File: src/rtl/mpx_pkg.sv
`timescale 1ns/1ps
package mpx_pkg;
  typedef enum logic [2:0] {
    SZ_BYTE = 3'b000,
    SZ_HALF = 3'b001,
    SZ_WORD = 3'b010,
    SZ_DBL  = 3'b011,
    SZ_LINE = 3'b100
  } xfer_size_e;

  typedef enum logic [0:0] {
    ST_IDLE = 1'b0,
    ST_DATA = 1'b1
  } seq_state_e;
endpackage

File: src/rtl/mpx_beat_seq.sv
`timescale 1ns/1ps
module mpx_beat_seq #(
  parameter int IDX_W = 3
) (
  input  logic             clk,
  input  logic             rst_n,
  input  logic             load,
  input  logic             advance,
  input  logic [IDX_W-1:0] start_idx,
  input  logic [IDX_W-1:0] wrap_mask,
  output logic [IDX_W-1:0] cur_idx,
  output logic             last
);
  logic [IDX_W-1:0] base_q, base_d;
  logic [IDX_W-1:0] mask_q, mask_d;
  logic [IDX_W-1:0] cnt_q, cnt_d;

  always_comb begin
    base_d = base_q;
    mask_d = mask_q;
    cnt_d  = cnt_q;
    if (load) begin
      base_d = start_idx;
      mask_d = wrap_mask;
      cnt_d  = '0;
    end else if (advance) begin
      cnt_d = cnt_q + 1'b1;
    end
  end

  always_ff @(posedge clk or negedge rst_n) begin
    if (!rst_n) begin
      base_q <= '0;
      mask_q <= '0;
      cnt_q  <= '0;
    end else if (load || advance) begin
      base_q <= base_d;
      mask_q <= mask_d;
      cnt_q  <= cnt_d;
    end
  end

  assign cur_idx = (base_q & ~mask_q) | ((base_q + cnt_q) & mask_q);
  assign last    = (cnt_q == mask_q);

  // beat counter never leaves the wrap window
  p_count_in_window_r7: assert property (@(posedge clk) disable iff (!rst_n)
    (cnt_q & ~mask_q) == '0);
  // a multi-beat step always moves to a new word
  p_step_moves_r7: assert property (@(posedge clk) disable iff (!rst_n)
    (advance && !load && mask_q != '0) |=> (cur_idx != $past(cur_idx)));
endmodule

File: src/rtl/mpx_ctrl.sv
`timescale 1ns/1ps
module mpx_ctrl
  import mpx_pkg::*;
(
  input  logic clk,
  input  logic rst_n,
  input  logic req_valid,
  input  logic bus_ready,
  input  logic last,
  output logic addr_phase,
  output logic data_phase,
  output logic beat_done,
  output logic xfer_done
);
  seq_state_e state_q, state_d;

  always_comb begin
    state_d    = state_q;
    addr_phase = 1'b0;
    data_phase = 1'b0;
    beat_done  = 1'b0;
    xfer_done  = 1'b0;
    unique case (state_q)
      ST_IDLE: begin
        if (req_valid) begin
          addr_phase = 1'b1;
          state_d    = ST_DATA;
        end
      end
      ST_DATA: begin
        data_phase = 1'b1;
        if (bus_ready) begin
          beat_done = 1'b1;
          if (last) begin
            xfer_done = 1'b1;
            state_d   = ST_IDLE;
          end
        end
      end
      default: state_d = ST_IDLE;
    endcase
  end

  always_ff @(posedge clk or negedge rst_n) begin
    if (!rst_n) state_q <= ST_IDLE;
    else        state_q <= state_d;
  end

  // the address phase never lasts two clocks
  p_start_single_r3: assert property (@(posedge clk) disable iff (!rst_n)
    addr_phase |=> !addr_phase);
  // after the final beat the data phase is over
  p_done_leaves_data_r10: assert property (@(posedge clk) disable iff (!rst_n)
    xfer_done |=> !data_phase);
endmodule

File: src/rtl/mpx_bus_master.sv
`timescale 1ns/1ps
module mpx_bus_master #(
  parameter int DATA_W     = 32,
  parameter int ADDR_W     = 26,
  parameter int LINE_BYTES = 32
) (
  input  logic        clk,
  input  logic        rst_n,
  input  logic        req_valid,
  input  logic        req_write,
  input  logic [2:0]  req_size,
  input  logic [25:0] req_addr,
  input  logic [31:0] req_wdata,
  output logic        req_ack,
  output logic        beat_done,
  output logic [2:0]  beat_word,
  output logic        rd_valid,
  output logic [31:0] rd_data,
  output logic [31:0] bus_ad_o,
  output logic        bus_ad_oe,
  input  logic [31:0] bus_ad_i,
  output logic        bus_start_n,
  output logic        bus_cs_n,
  output logic        bus_frame_n,
  input  logic        bus_ready
);
  import mpx_pkg::*;

  localparam int LANE_B    = DATA_W / 8;
  localparam int LANE_W    = $clog2(LANE_B);
  localparam int BEATS     = LINE_BYTES / LANE_B;
  localparam int IDX_W     = $clog2(BEATS);
  localparam int PAD_W     = DATA_W - 3 - ADDR_W;
  localparam int DBL_BEATS = (8 / LANE_B) > 0 ? (8 / LANE_B) : 1;
  localparam logic [IDX_W-1:0] LINE_MASK = IDX_W'(BEATS - 1);
  localparam logic [IDX_W-1:0] DBL_MASK  = IDX_W'(DBL_BEATS - 1);

  // reset: asserted at once, released on a clock edge
  logic [1:0] rst_sync_q;
  logic       rst_int_n;
  always_ff @(posedge clk or negedge rst_n) begin
    if (!rst_n) rst_sync_q <= 2'b00;
    else        rst_sync_q <= {rst_sync_q[0], 1'b1};
  end
  assign rst_int_n = rst_sync_q[1];

  logic             addr_phase, data_phase, xfer_done, last;
  logic             wr_q;
  logic [IDX_W-1:0] wrap_mask, start_idx, cur_idx;

  always_comb begin
    if (req_size[2])             wrap_mask = LINE_MASK;
    else if (req_size == SZ_DBL) wrap_mask = DBL_MASK;
    else                         wrap_mask = '0;
  end
  assign start_idx = req_addr[LANE_W +: IDX_W];

  mpx_ctrl u_ctrl (
    .clk        (clk),
    .rst_n      (rst_int_n),
    .req_valid  (req_valid),
    .bus_ready  (bus_ready),
    .last       (last),
    .addr_phase (addr_phase),
    .data_phase (data_phase),
    .beat_done  (beat_done),
    .xfer_done  (xfer_done)
  );

  mpx_beat_seq #(.IDX_W(IDX_W)) u_seq (
    .clk       (clk),
    .rst_n     (rst_int_n),
    .load      (addr_phase),
    .advance   (beat_done && !last),
    .start_idx (start_idx),
    .wrap_mask (wrap_mask),
    .cur_idx   (cur_idx),
    .last      (last)
  );

  always_ff @(posedge clk or negedge rst_int_n) begin
    if (!rst_int_n)     wr_q <= 1'b0;
    else if (addr_phase) wr_q <= req_write;
  end

  assign bus_start_n = !addr_phase;
  assign bus_cs_n    = !(addr_phase || data_phase);
  assign bus_frame_n = !(addr_phase || (data_phase && !last));
  assign bus_ad_oe   = addr_phase || (data_phase && wr_q);
  assign bus_ad_o    = addr_phase ? {req_size, {PAD_W{1'b0}}, req_addr} : req_wdata;
  assign req_ack     = xfer_done;
  assign beat_word   = cur_idx;
  assign rd_valid    = beat_done && !wr_q;
  assign rd_data     = bus_ad_i;

  // frame is only ever asserted inside chip-select
  p_frame_in_cs_r5: assert property (@(posedge clk) disable iff (!rst_int_n)
    !bus_frame_n |-> !bus_cs_n);
  // the acknowledged beat is the one with frame negated
  p_ack_frame_off_r5: assert property (@(posedge clk) disable iff (!rst_int_n)
    req_ack |-> bus_frame_n);
  // a stretched beat keeps its index and chip-select
  p_wait_hold_r6: assert property (@(posedge clk) disable iff (!rst_int_n)
    (!bus_cs_n && bus_start_n && !bus_ready) |=> ($stable(beat_word) && !bus_cs_n));
  // read data is never returned while the block drives the lines
  p_read_released_r9: assert property (@(posedge clk) disable iff (!rst_int_n)
    rd_valid |-> !bus_ad_oe);
endmodule

File: config.mk
export PLATFORM = sky130hd
export DESIGN_NAME = mpx_bus_master
export DESIGN_NICKNAME = d
export VERILOG_FILES = /design/src/rtl/mpx_pkg.sv /design/src/rtl/mpx_beat_seq.sv /design/src/rtl/mpx_ctrl.sv /design/src/rtl/mpx_bus_master.sv
export SDC_FILE = /design/constraint.sdc
export NUM_CORES = 1
export LEC_CHECK = 0
export BUFFER_PORTS_ARGS = -buffer_cell sky130_fd_sc_hd__clkbuf_2
export CAP_MARGIN = 10
export CORE_ASPECT_RATIO = 1.4
export CORE_UTILIZATION = 30
export DETAILED_ROUTE_END_ITERATION = 6
export PLACE_DENSITY = 0.77
export SLEW_MARGIN = 20
export SYNTH_ARGS = -nofsm -noshare
export SYNTH_HDL_FRONTEND = slang
export SYNTH_SLANG_ARGS = --single-unit
File: constraint.sdc
create_clock -name clk -period 2.6 [get_ports clk]
set_clock_uncertainty 0.05 [all_clocks]
set_input_delay 0.13 -clock clk [delete_from_list [all_inputs] [get_ports clk]]
set_output_delay 0.13 -clock clk [all_outputs]
set_load 0.01 [all_outputs]
==> results of run 1 <==
## worst min-delay path, delay by kind of cell
kind | cells | cell delay [ns]
buffers and inverters | 1 | 0.07
and+or+nand+nor | 2 | 0.09
## layer usage
metal | GRT usage | up-vias | wire, um
met4 | 0.1048 | 0 | 168
met3 | 0.03221 | 21 | 279
li1 | - | 742 | -
met2 | 0.2709 | 77 | 1906
met5 | 0 | - | 0
met1 | 0.1496 | 636 | 1263
## cell usage after synthesis, drive strengths merged
library cell and number:
nor2b 2, and3 1, a21o 1, o21ai 1, o2111ai 1, fa 1, a31oi 1, o211ai 2
and4b 2, ha 2, or3 1, nand4 2, xnor2 1, xor2 2, nor3 1, a21oi 3
and2 4, dfrtp 12, nand2 103, or4b 1, mux2 2, inv 3, or4 1, nand3 5
nor2 2, conb 1, clkbuf 3, buf 39
## power by group through the flow
stage,logic [mW],registers (mW),clock network (mW)
CTS,0.745,0.369,0.214
floorplan,0.549,0.324,0
finish,0.733,0.367,0.206
global placement,0.717,0.362,0
detailed placement,0.738,0.372,0
global route,0.823,0.383,0.222
## cell type report
class / instances / area, um2 / area share
Timing Repair Buffer: 110 / 560.5 / 0.3328
Multi-Input combinational cell: 143 / 700.7 / 0.4160
Sequential cell: 12 / 300.3 / 0.1783
Inverter: 3 / 11.26 / 0.006686
Clock buffer: 4 / 55.05 / 0.03269
Tap cell: 45 / 56.30 / 0.03343
## worst max path at each step
stage	slack [ns]	end	depth (start not counted)	start
floorplan	0.96	beat_word[2]	5	u_seq.cnt_q[0]$_DFFE_PN0P_
global placement	0.83	bus_ad_o[28]	5	u_ctrl.state_q$_DFF_PN0_
detailed placement	0.76	bus_ad_o[24]	6	u_ctrl.state_q$_DFF_PN0_
CTS	0.48	bus_ad_o[24]	6	u_ctrl.state_q$_DFF_PN0_
global route	0.34	bus_ad_o[12]	6	u_ctrl.state_q$_DFF_PN0_
finish	0.54	bus_ad_o[24]	6	u_ctrl.state_q$_DFF_PN0_
## registers in the layout, summed over array words and instances, names as in the netlist
signal,count
u_seq.cnt_q,3
rst_sync_q,2
wr_q,1
u_seq.mask_q,2
u_ctrl.state_q,1
u_seq.base_q,3
## cell families (layout without fill, tap and decap cells)
group / after synthesis / in the layout
and+or+nand+nor: 125 / 125
DFF: 12 / 12
other: 1 / 1
AOI/OAI and AO/OA: 9 / 9
muxes: 2 / 2
buffers and inverters: 45 / 117
adders and majority gates: 3 / 3
xor gates and xnor gates: 3 / 3
==> metrics.md, run 1 <==
| Metric | Value |
|---|---|
| Status | complete, but fails checks |
| Violated checks | DRC |
| Minimum clock period | 2.060 ns |
| Drc violations | 8 |
| Initial drt markers | between 40 and 50 |
| RSZ-0062 raised after global routing | false |
| Worst reg-to-reg path cell count | 5 |
| Layout cells sized above 1 | 0.4449 |
| Mux cell area share after synthesis | 0.01722 |
| Min-Delay Endpoint | wr_q$_DFFE_PN0P_ |
| Synthesized area | about 0.0013 mm2 |
| CP most frequent cell | nand2_1 |
| CTS tree | built |
| Pwr Total | approximately 1.3 mW |
| Post-Synth Adder-Cell Area | 0.03445 |
| Pre-Repair DR Iteration Count | 7 |
| HP Start | req_write |
| Fin. Hold Viols | 0 |
| Yosys reg bits | 12 |
| Fin util | 0.4006 |
| Internal power | between 0.7 and 0.8 mW |
| Max Root-Sink Buffers | 2 |
| Num ports | roughly 170 |
| Most common cell after layout, fill and taps aside | clkbuf_2 |
| Initial Util | 0.3110 |
| Vias per cell | roughly 4.7 |
| GP Congestion | between 0.7 and 0.8 |
| Maxcap violations | 0 |
| Synth Warn # | 0 |
| CP bufs+invs | 3 |
| Flop2flop setup slack | between 0.8 and 0.9 ns |
| H-tree depth | 1 |
| Setup TNS | 0 ns |
| Overall Global Routing Usage | 0.1500 |
| Top delay family on crit path | buffers and inverters |
| Hold WS | roughly 0.029 ns |
| Post-Synthesis Cells | 200 |
| Rows | 28 |
| Post-CTS Repair Setup Buffers | 0 |
| Area after DPL | about 0.0016 mm2 |
| Routed via count | ~1,500 |
| Worst hold path type | in -> reg |
| Commonest non-fill, non-tap cells in the layout | clkbuf_2, nand2_1, dfrtp_1, nand3_1 |
| Port bufs | around 110 |
| Final Non-Filler Cells | around 320 |
| DP Cell Count | ~310 |
| DP Wirelength | a little under 3000 um |
| Simple-gate share of the synthesized area | 0.4105 |
| Routed length per instance | between 10 and 15 um |
| Hold Buf Count CTS | 1 |
| Power share of the combinational group | 0.561 |
| Syn_nets | 301 |
| Synthesized area per cell | roughly 6.5 um2 |
| Top cell type's share of synthesized area | 0.2957 |
| Largest net degree at the start of global routing | between 40 and 50 |
| Die area | 0.004630 mm2 |
| Slowest-stage cell, CP | inv_2 |
| Max Transition Viols Final | 0 |
| WP data required | 2.42 ns |
| Worst r2r src | u_ctrl.state_q$_DFF_PN0_ |
| Global route overflow | 0 |
| Final Cycle Share | 0.7924 |
| WHS Path Cells | 3 |
| Static Leak | between 1 and 1.5 nW |
| Final setup viols | 0 |
| Die Span X | slightly below 60 um |
| Max incr delay on CP | about 0.52 ns |
| Nets | around 370 |
| Sequential power share | 0.281 |
| Synth-to-Final Area Change | 28.80% |
| Seq/Total Area, Yosys | 0.2297 |
| Fill cells | around 470 |
| Critical Path Source Type | register |
| Initial antenna violation count | 0 |
| Sw Pwr | 0.5750 mW |
| Routed Antenna Nets | 0 |
| Worst-skew pair later-pin latency | 0.24 ns |
| Max_slew headroom | 0.5418 |
| Crit. End Element | primary output |
| Endpoint of the worst register-to-register path | u_seq.cnt_q[2]$_DFFE_PN0P_ |
| Max IR drop VDD | between 0.0003 and 0.0004 V |
| Peak Freq | 0.4854 GHz |
| Clk root buf | clkbuf_8 |
| Compound-cell area share of the yosys netlist | 0.05072 |
| CTS Buf Count | 3 |
| DRT Wirelength | approximately 3600 um |
| Switch share | 0.4401 |
| Number of global-route vias before repair | around 1,300 |
| Worst Tran Pin Value | 0.6864 ns |
| Kind of critical path | reg -> out |
| Final instance area | approximately 0.0017 mm2 |
| Crit path max fanout | between 40 and 50 |
| Main combinational cell family by area after synthesis | simple AND/OR/NAND/NOR gates |
| CP Cell Sequence | nor2b_2, buf_4, inv_2, nand2_1, nand2_1, clkbuf_2 |
| Clock transition at path regs | about 0.050 ns |
| Place WS | 0.7602 ns |
| Pwr dens | around 780 mW/mm2 |
| Largest area contributor in the netlist | nand2_1 |
| Core area | between 0.004 and 0.005 mm2 |
| Clock Sinks | 12 |
| Netlist cell types | 35 |
| # resized after CTS | 0 |
| Dominant cells by area after synthesis | nand2_1, dfrtp_1, buf_4 |
| Final WS setup | between 0.5 and 0.6 ns |
| Clk pwr share | 0.158 |
| Die Ht | 80.12 um |
| XOR/XNOR share of the synthesized area | 0.02010 |
| First-pass GRT wire length | 5471 um |
| Worst path arrival time | ~1.9 ns |
| Antenna diode count | 0 |
Note: power is estimated with default switching activity, not from simulation.
==> run 2: changes to the inputs <==
Settings changed: ABC_AREA set to 1, CORE_UTILIZATION 30 to 28.
Clock period 2.6 ns to 1.8 ns, I/O delays scaled along.
==> metrics.md, run 2 <==
| Metric | Value |
|---|---|
| Status | complete, no violations |
| Post-synth top cells | nand2_1, buf_4, dfrtp_1 |
| Max Transition Viols Final | 0 (unchanged) |
| Routed via count | 1,443 (-2.2%) |
| Die Span X | 58.98 um (+2.0%) |
| Top Registers | u_seq.base_q: 3 flops, u_seq.cnt_q: 3 flops |
| Worst hold path type | in -> reg |
| Initial Util | 0.2953 (-0.01572) |
| Core area | 0.004309 mm2 (+2.5%) |
| EDFF count, synth | 0 (unchanged) |
| Clk root buf | clkbuf_8 |
| Final setup viols | 0 (unchanged) |
| Async set or reset register ratio after synthesis | 1.000 (unchanged) |
| Max IR drop VDD | 0.0009161 V (+130%) |
| Compound-cell area share of the yosys netlist | 0.04720 (-0.003520) |
| Static Leak | 1.088 nW (+0.66%) |
| Pre-Repair DR Iteration Count | 4 (-3) |
| DRT Wirelength | 3313 um (-8.4%) |
| GP Congestion | 0.8430 (+18%) |
| Largest area contributor in the netlist | nand2_1 |
| Fin. Hold Viols | 0 (unchanged) |
| Overall Global Routing Usage | 0.1251 (-0.02484) |
| Crit. End Element | primary output |
| Worst reg-to-reg path cell count | 9 (+4) |
| Netlist cell types | 22 (-37%) |
| Commonest non-fill, non-tap cells in the layout | clkbuf_2, nand2_1, dfrtp_1, inv_1, nor2_1 |
| Synthesized area | 0.001272 mm2 (-2.7%) |
| Simple-gate share of the synthesized area | 0.3795 (-0.03098) |
| Port bufs | 107 (unchanged) |
| XOR/XNOR share of the synthesized area | 0.01377 (-0.006330) |
| Nets | 379 (+1.3%) |
| Number of global-route vias before repair | 1,126 (-13%) |
| Post-Synthesis Cells | 201 (+0.50%) |
| Flop2flop setup slack | 0.44 ns (-0.39 ns) |
| WP data required | 1.66 ns (-0.76 ns) |
| Maxcap violations | 0 (unchanged) |
| Drc violations | 0 (-8) |
| Rows | 28 (unchanged) |
| Mux cell area share after synthesis | 0 (-0.01722) |
| Seq/Total Area, Yosys | 0.2360 (+0.006323) |
| Routed Antenna Nets | 0 (unchanged) |
| Fin util | 0.3902 (-0.01035) |
| HP Start | req_write |
| CTS Buf Count | 3 (unchanged) |
| Die Ht | 81.77 um (+2.1%) |
| First-pass GRT wire length | 4588 um (-16%) |
| Max Root-Sink Buffers | 2 (unchanged) |
| H-tree depth | 1 (unchanged) |
| Pwr dens | 1230 mW/mm2 (+58%) |
| Minimum clock period | 1.774 ns |
| Min-Delay Endpoint | wr_q$_DFFE_PN0P_ |
| Synthesized area per cell | 6.331 um2 (-3.2%) |
| Critical Path Source Type | register |
| Die area | 0.004822 mm2 (+4.1%) |
| Most common cell after layout, fill and taps aside | clkbuf_2 |
| Routed length per instance | 9.831 um (-14%) |
| Clock transition at path regs | 0.06 ns (about the same) |
| Worst-skew pair later-pin latency | 0.24 ns (about the same) |
| Syn_nets | 302 (+0.33%) |
| Hold WS | 0.02910 ns (-0.0001722 ns) |
| Synth-to-Final Area Change | 32.15% |
| Yosys reg bits | 12 (unchanged) |
| Crit path max fanout | 2 (-96%) |
| CTS tree | built |
| Peak Freq | about 0.56 GHz |
| Initial drt markers | 20 (-56%) |
| Max incr delay on CP | 0.38 ns (-0.14 ns) |
| Worst r2r src | u_seq.cnt_q[0]$_DFFE_PN0P_ |
| Layout cells sized above 1 | 0.4513 (+0.006411) |
| Top delay family on crit path | adder cells |
| Num ports | 172 (unchanged) |
| Initial antenna violation count | 0 (unchanged) |
| RSZ-0062 raised after global routing | true |
| Top cell type's share of synthesized area | 0.3038 (+0.008141) |
| Kind of critical path | reg -> out |
| Synth Warn # | 0 (unchanged) |
| Most common cell in the netlist | nand2_1 |
| Clock Sinks | 12 (unchanged) |
| CP Cell Sequence | ha_2, fa_2, a21oi_2, o21ai_1, xor2_1, buf_2 |
| Slowest-stage cell, CP | dfrtp_1 |
| Endpoint of the worst register-to-register path | u_seq.cnt_q[0]$_DFFE_PN0P_ |
| Post-Synth Adder-Cell Area | 0.03540 (+0.0009485) |
| Main combinational cell family by area after synthesis | simple AND/OR/NAND/NOR gates |
| Largest net degree at the start of global routing | 38 (-17%) |
| Antenna diode count | 0 (unchanged) |
| Global route overflow | 0 (unchanged) |
| Worst path arrival time | 1.63 ns (-0.25 ns) |
| Vias per cell | 4.282 (-8.0%) |
| CP bufs+invs | 1 (-2) |
| Final Cycle Share | 0.9858 |
| Dominant cells by area after synthesis | nand2_1, dfrtp_1, buf_4 |
| WHS Path Cells | 3 (unchanged) |
| Main synth FF type | dfrtp_1 |
| DP Wirelength | 2699 um (-7.3%) |
| Fill cells | 464 (-0.43%) |
## run 2: repair_timing
item / CTS / global route
endpoints found under the setup margin: 1 / 2
endpoints found under the hold margin: 2 / 0
resized for setup: 3 / 4
hold buffers: 1 / 0
pin swaps: 1 / 1
setup buffers: 1 / 1
## run 2: per-layer routing
layer | share of wire | GRT usage | wire, um | vias up
met2 | 0.53 | 0.2489 | 1741 | 76
met1 | 0.35 | 0.1094 | 1164 | 608
met3 | 0.069 | 0.01260 | 227 | 28
met4 | 0.054 | 0.1000 | 178 | 0
met5 | 0 | 0 | 0 | -
li1 | - | - | - | 731
## run 2: per-stage QoR
stage               area [um2]  power (mW)  setup TNS, ns  setup WS (ns)  std cells
global route              1682       2.256       -0.06017       -0.05103        337
CTS                       1670       2.059              0       0.001459        336
floorplan                 1272       1.358              0         0.2351        201
finish                    1682       2.068              0        0.02561        337
detailed placement        1593       1.724              0         0.1280        330
global placement          1593       1.693              0         0.1361        330
## run 2: how the worst max path moves through the flow
stage	start	end	slack (ns)	cells past startpoint
4_1_cts	u_seq.cnt_q[0]$_DFFE_PN0P_	beat_word[2]	0.001	6
3_3_place_gp	u_seq.cnt_q[0]$_DFFE_PN0P_	beat_word[2]	0.14	5
6_report	u_seq.cnt_q[0]$_DFFE_PN0P_	beat_word[2]	0.03	6
5_1_grt	u_seq.cnt_q[0]$_DFFE_PN0P_	beat_word[2]	-0.05	6
2_1_floorplan	u_seq.cnt_q[0]$_DFFE_PN0P_	beat_word[2]	0.24	4
3_5_place_dp	u_seq.cnt_q[0]$_DFFE_PN0P_	beat_word[2]	0.13	5
## run 2: logic make-up (layout without fill, tap and decap cells)
kind of cell / after synthesis / count (layout)
other: 1 / 1
buffers and inverters: 52 / 128
AO/OA/AOI/OAI: 11 / 11
flip-flops: 12 / 12
XOR/XNOR: 2 / 2
adder cells (fa/ha/maj): 3 / 3
AND/OR/NAND/NOR: 120 / 120
## run 2: power by group
group | internal [mW] | switching (mW)
sequential | 0.381 | 0.115
combinational | 0.540 | 0.735
clock | 0.193 | 0.104
## run 2: cell type report
class                           instances  area [um2]  area share
Sequential cell                        12       300.3      0.1786
Multi-Input combinational cell        137       618.1      0.3676
Inverter                               12       45.04     0.02679
Tap cell                               60       75.07     0.04464
Clock buffer                            4       55.05     0.03274
Timing Repair Buffer                  112       588.1      0.3497
## run 2: worst min-delay path: stages
cell	delay (ns)
clkbuf_2	0.09
nand2_1	0.05
nand2_1	0.06
==> run 3: changes to the inputs <==
Settings changed: CTS_BUF_LIST set to sky130_fd_sc_hd__clkbuf_16.
==> metrics.md, run 3 (synthesized netlist as in run 2, its figures left out) <==
| Metric | Value |
|---|---|
| Crit. End Element | primary output |
| Commonest non-fill, non-tap cells in the layout | clkbuf_2, nand2_1, dfrtp_1, inv_1, nor2_1 |
| Clk pwr share | 0.191 (+0.047) |
| Fin util | 0.3958 (+0.005517) |
| Sequential power share | 0.226 (-0.014) |
| Area after DPL | 0.001593 mm2 (unchanged) |
| Largest net degree at the start of global routing | 38 (unchanged) |
| DP Wirelength | 2699 um (unchanged) |
| Worst path arrival time | 1.66 ns (+0.03 ns) |
| CTS tree | built |
| H-tree depth | 1 (unchanged) |
| Overall Global Routing Usage | 0.1261 (+0.0009801) |
| Worst-skew pair later-pin latency | 0.24 ns (about the same) |
| Final instance area | 0.001705 mm2 (+1.4%) |
| Routed Antenna Nets | 0 (unchanged) |
| Place WS | 0.1280 ns (unchanged) |
| Max Transition Viols Final | 0 (unchanged) |
| Fin. Hold Viols | 0 (unchanged) |
| Max IR drop VDD | 0.0009455 V (+3.2%) |
| Power share of the combinational group | 0.583 (-0.034) |
| Final setup viols | 1 (+1) |
| Die Span X | 58.98 um (unchanged) |
| Layout cells sized above 1 | 0.4477 (-0.003610) |
| Final Cycle Share | 1.003 (+0.01695) |
| Initial Util | 0.2953 (unchanged) |
| CTS Buf Count | 3 (unchanged) |
| Initial drt markers | 26 (+30%) |
| Drc violations | 0 (unchanged) |
| Clk root buf | clkbuf_16 |
| Static Leak | 1.097 nW (+0.86%) |
| WHS Path Cells | 3 (unchanged) |
| Internal power | 1.213 mW (+8.9%) |
| Switch share | 0.4455 (-0.01579) |
| Minimum clock period | 1.805 ns (+0.03051 ns) |
| Status | complete, but fails checks |
| Clock Sinks | 12 (unchanged) |
| Number of global-route vias before repair | 1,129 (+0.27%) |
| Critical Path Source Type | register |
| Sw Pwr | 0.9746 mW (+2.2%) |
| GP Congestion | 0.8430 (unchanged) |
| Final WS setup | -0.004902 ns (-0.03051 ns) |
| Worst hold path type | in -> reg |
| Die Ht | 81.77 um (unchanged) |
| Violated checks | setup timing |
| Hold WS | 0.02071 ns (-0.008387 ns) |
| Global route overflow | 0 (unchanged) |
| Synth-to-Final Area Change | 34.02% |
| Worst reg-to-reg path cell count | 9 (unchanged) |
| Pre-Repair DR Iteration Count | 4 (unchanged) |
| Pwr dens | 1283 mW/mm2 (+4.3%) |
| Kind of critical path | reg -> out |
| DRT Wirelength | 3351 um (+1.1%) |
| Routed via count | 1,438 (-0.35%) |
| Max Root-Sink Buffers | 2 (unchanged) |
| RSZ-0062 raised after global routing | true |
| Rows | 28 (unchanged) |
| Crit path max fanout | 2 (unchanged) |
| Maxcap violations | 0 (unchanged) |
| Core area | 0.004309 mm2 (unchanged) |
| Top Registers | u_seq.base_q: 3 flops, u_seq.cnt_q: 3 flops |
| Routed length per instance | 9.944 um (+1.1%) |
| Most common cell after layout, fill and taps aside | clkbuf_2 |
| Num ports | 172 (unchanged) |
| First-pass GRT wire length | 4609 um (+0.46%) |
| Initial antenna violation count | 0 (unchanged) |
| Vias per cell | 4.267 (-0.35%) |
| Clock transition at path regs | 0.04 ns (-0.02 ns) |
| WP data required | 1.66 ns (about the same) |
| Antenna diode count | 0 (unchanged) |
| Die area | 0.004822 mm2 (unchanged) |
| Peak Freq | 0.5540 GHz (-1.7%) |
| Nets | 379 (unchanged) |
| Port bufs | 107 (unchanged) |
-- run 3: changes by cell type in the layout (fill, tap and decap cells not counted), sizes merged --
cell	previous run	this run
clkinv	0	1
clkbuf	109	108
-- run 3: power by group through the flow --
| stage | clock, mW | combinational, mW | sequential (mW) |
|---|---|---|---|
| floorplan | 0 | 0.888 | 0.470 |
| global placement | 0 | 1.20 | 0.492 |
| detailed placement | 0 | 1.22 | 0.504 |
| CTS | 0.420 | 1.26 | 0.492 |
| global route | 0.432 | 1.43 | 0.511 |
| finish | 0.417 | 1.28 | 0.495 |
-- run 3: worst max-delay path, cell delays in order (launching register included) --
cell and delay [ns]:
dfrtp_1 0.38, ha_2 0.19, fa_2 0.34, a21oi_2 0.11, o21ai_1 0.08, xor2_1 0.16, buf_2 0.15
-- run 3: path summary, 6_finish.rpt --
path | endpoint | slack, ns | start
setup / recovery | beat_word[2] | -0.005 | u_seq.cnt_q[0]$_DFFE_PN0P_
hold / removal | wr_q$_DFFE_PN0P_ | 0.02 | req_write
setup reg to reg | u_seq.cnt_q[0]$_DFFE_PN0P_ | 0.43 | u_seq.cnt_q[0]$_DFFE_PN0P_
hold reg to reg | u_seq.cnt_q[2]$_DFFE_PN0P_ | 0.11 | rst_sync_q[1]$_DFF_PN0_
max in group asynchronous | u_seq.mask_q[1]$_DFFE_PN0P_ | 1.30 | rst_sync_q[1]$_DFF_PN0_
min in group asynchronous | u_seq.cnt_q[2]$_DFFE_PN0P_ | 0.11 | rst_sync_q[1]$_DFF_PN0_
-- run 3: repair_timing --
action	CTS	global route
gates resized for setup	2	5
endpoints found under the setup margin	1	2
buffers inserted	1	1
hold buffers	1	0
cloned	0	0
hold endpoints to repair	2	0
pin swaps	0	1
-- run 3: routing by layer --
metal / GRT usage / up-vias / routed length (um)
met3: 0.01732 / 27 / 260
met2: 0.2500 / 75 / 1746
met1: 0.1094 / 605 / 1172
li1: - / 731 / -
met5: 0 / - / 0
met4: 0.09762 / 0 / 171
-- run 3: final cells by class --
class / count / area [um2]
tap: 60 / 75.07
timing repair buffer: 112 / 588.1
fill: 464 / 2604
multi-input combinational: 137 / 618.1
inverter: 12 / 45.04
sequential: 12 / 300.3
clock inverter: 1 / 3.754
clock buffer: 3 / 75.07
-- run 3: stage by stage --
stage | setup TNS, ns | total power [mW] | instances
after floorplan | 0 | 1.358 | 201
after global placement | 0 | 1.693 | 330
after detailed placement | 0 | 1.724 | 330
after CTS | 0 | 2.175 | 336
after global routing | -0.05895 | 2.374 | 337
final | -0.004902 | 2.188 | 337
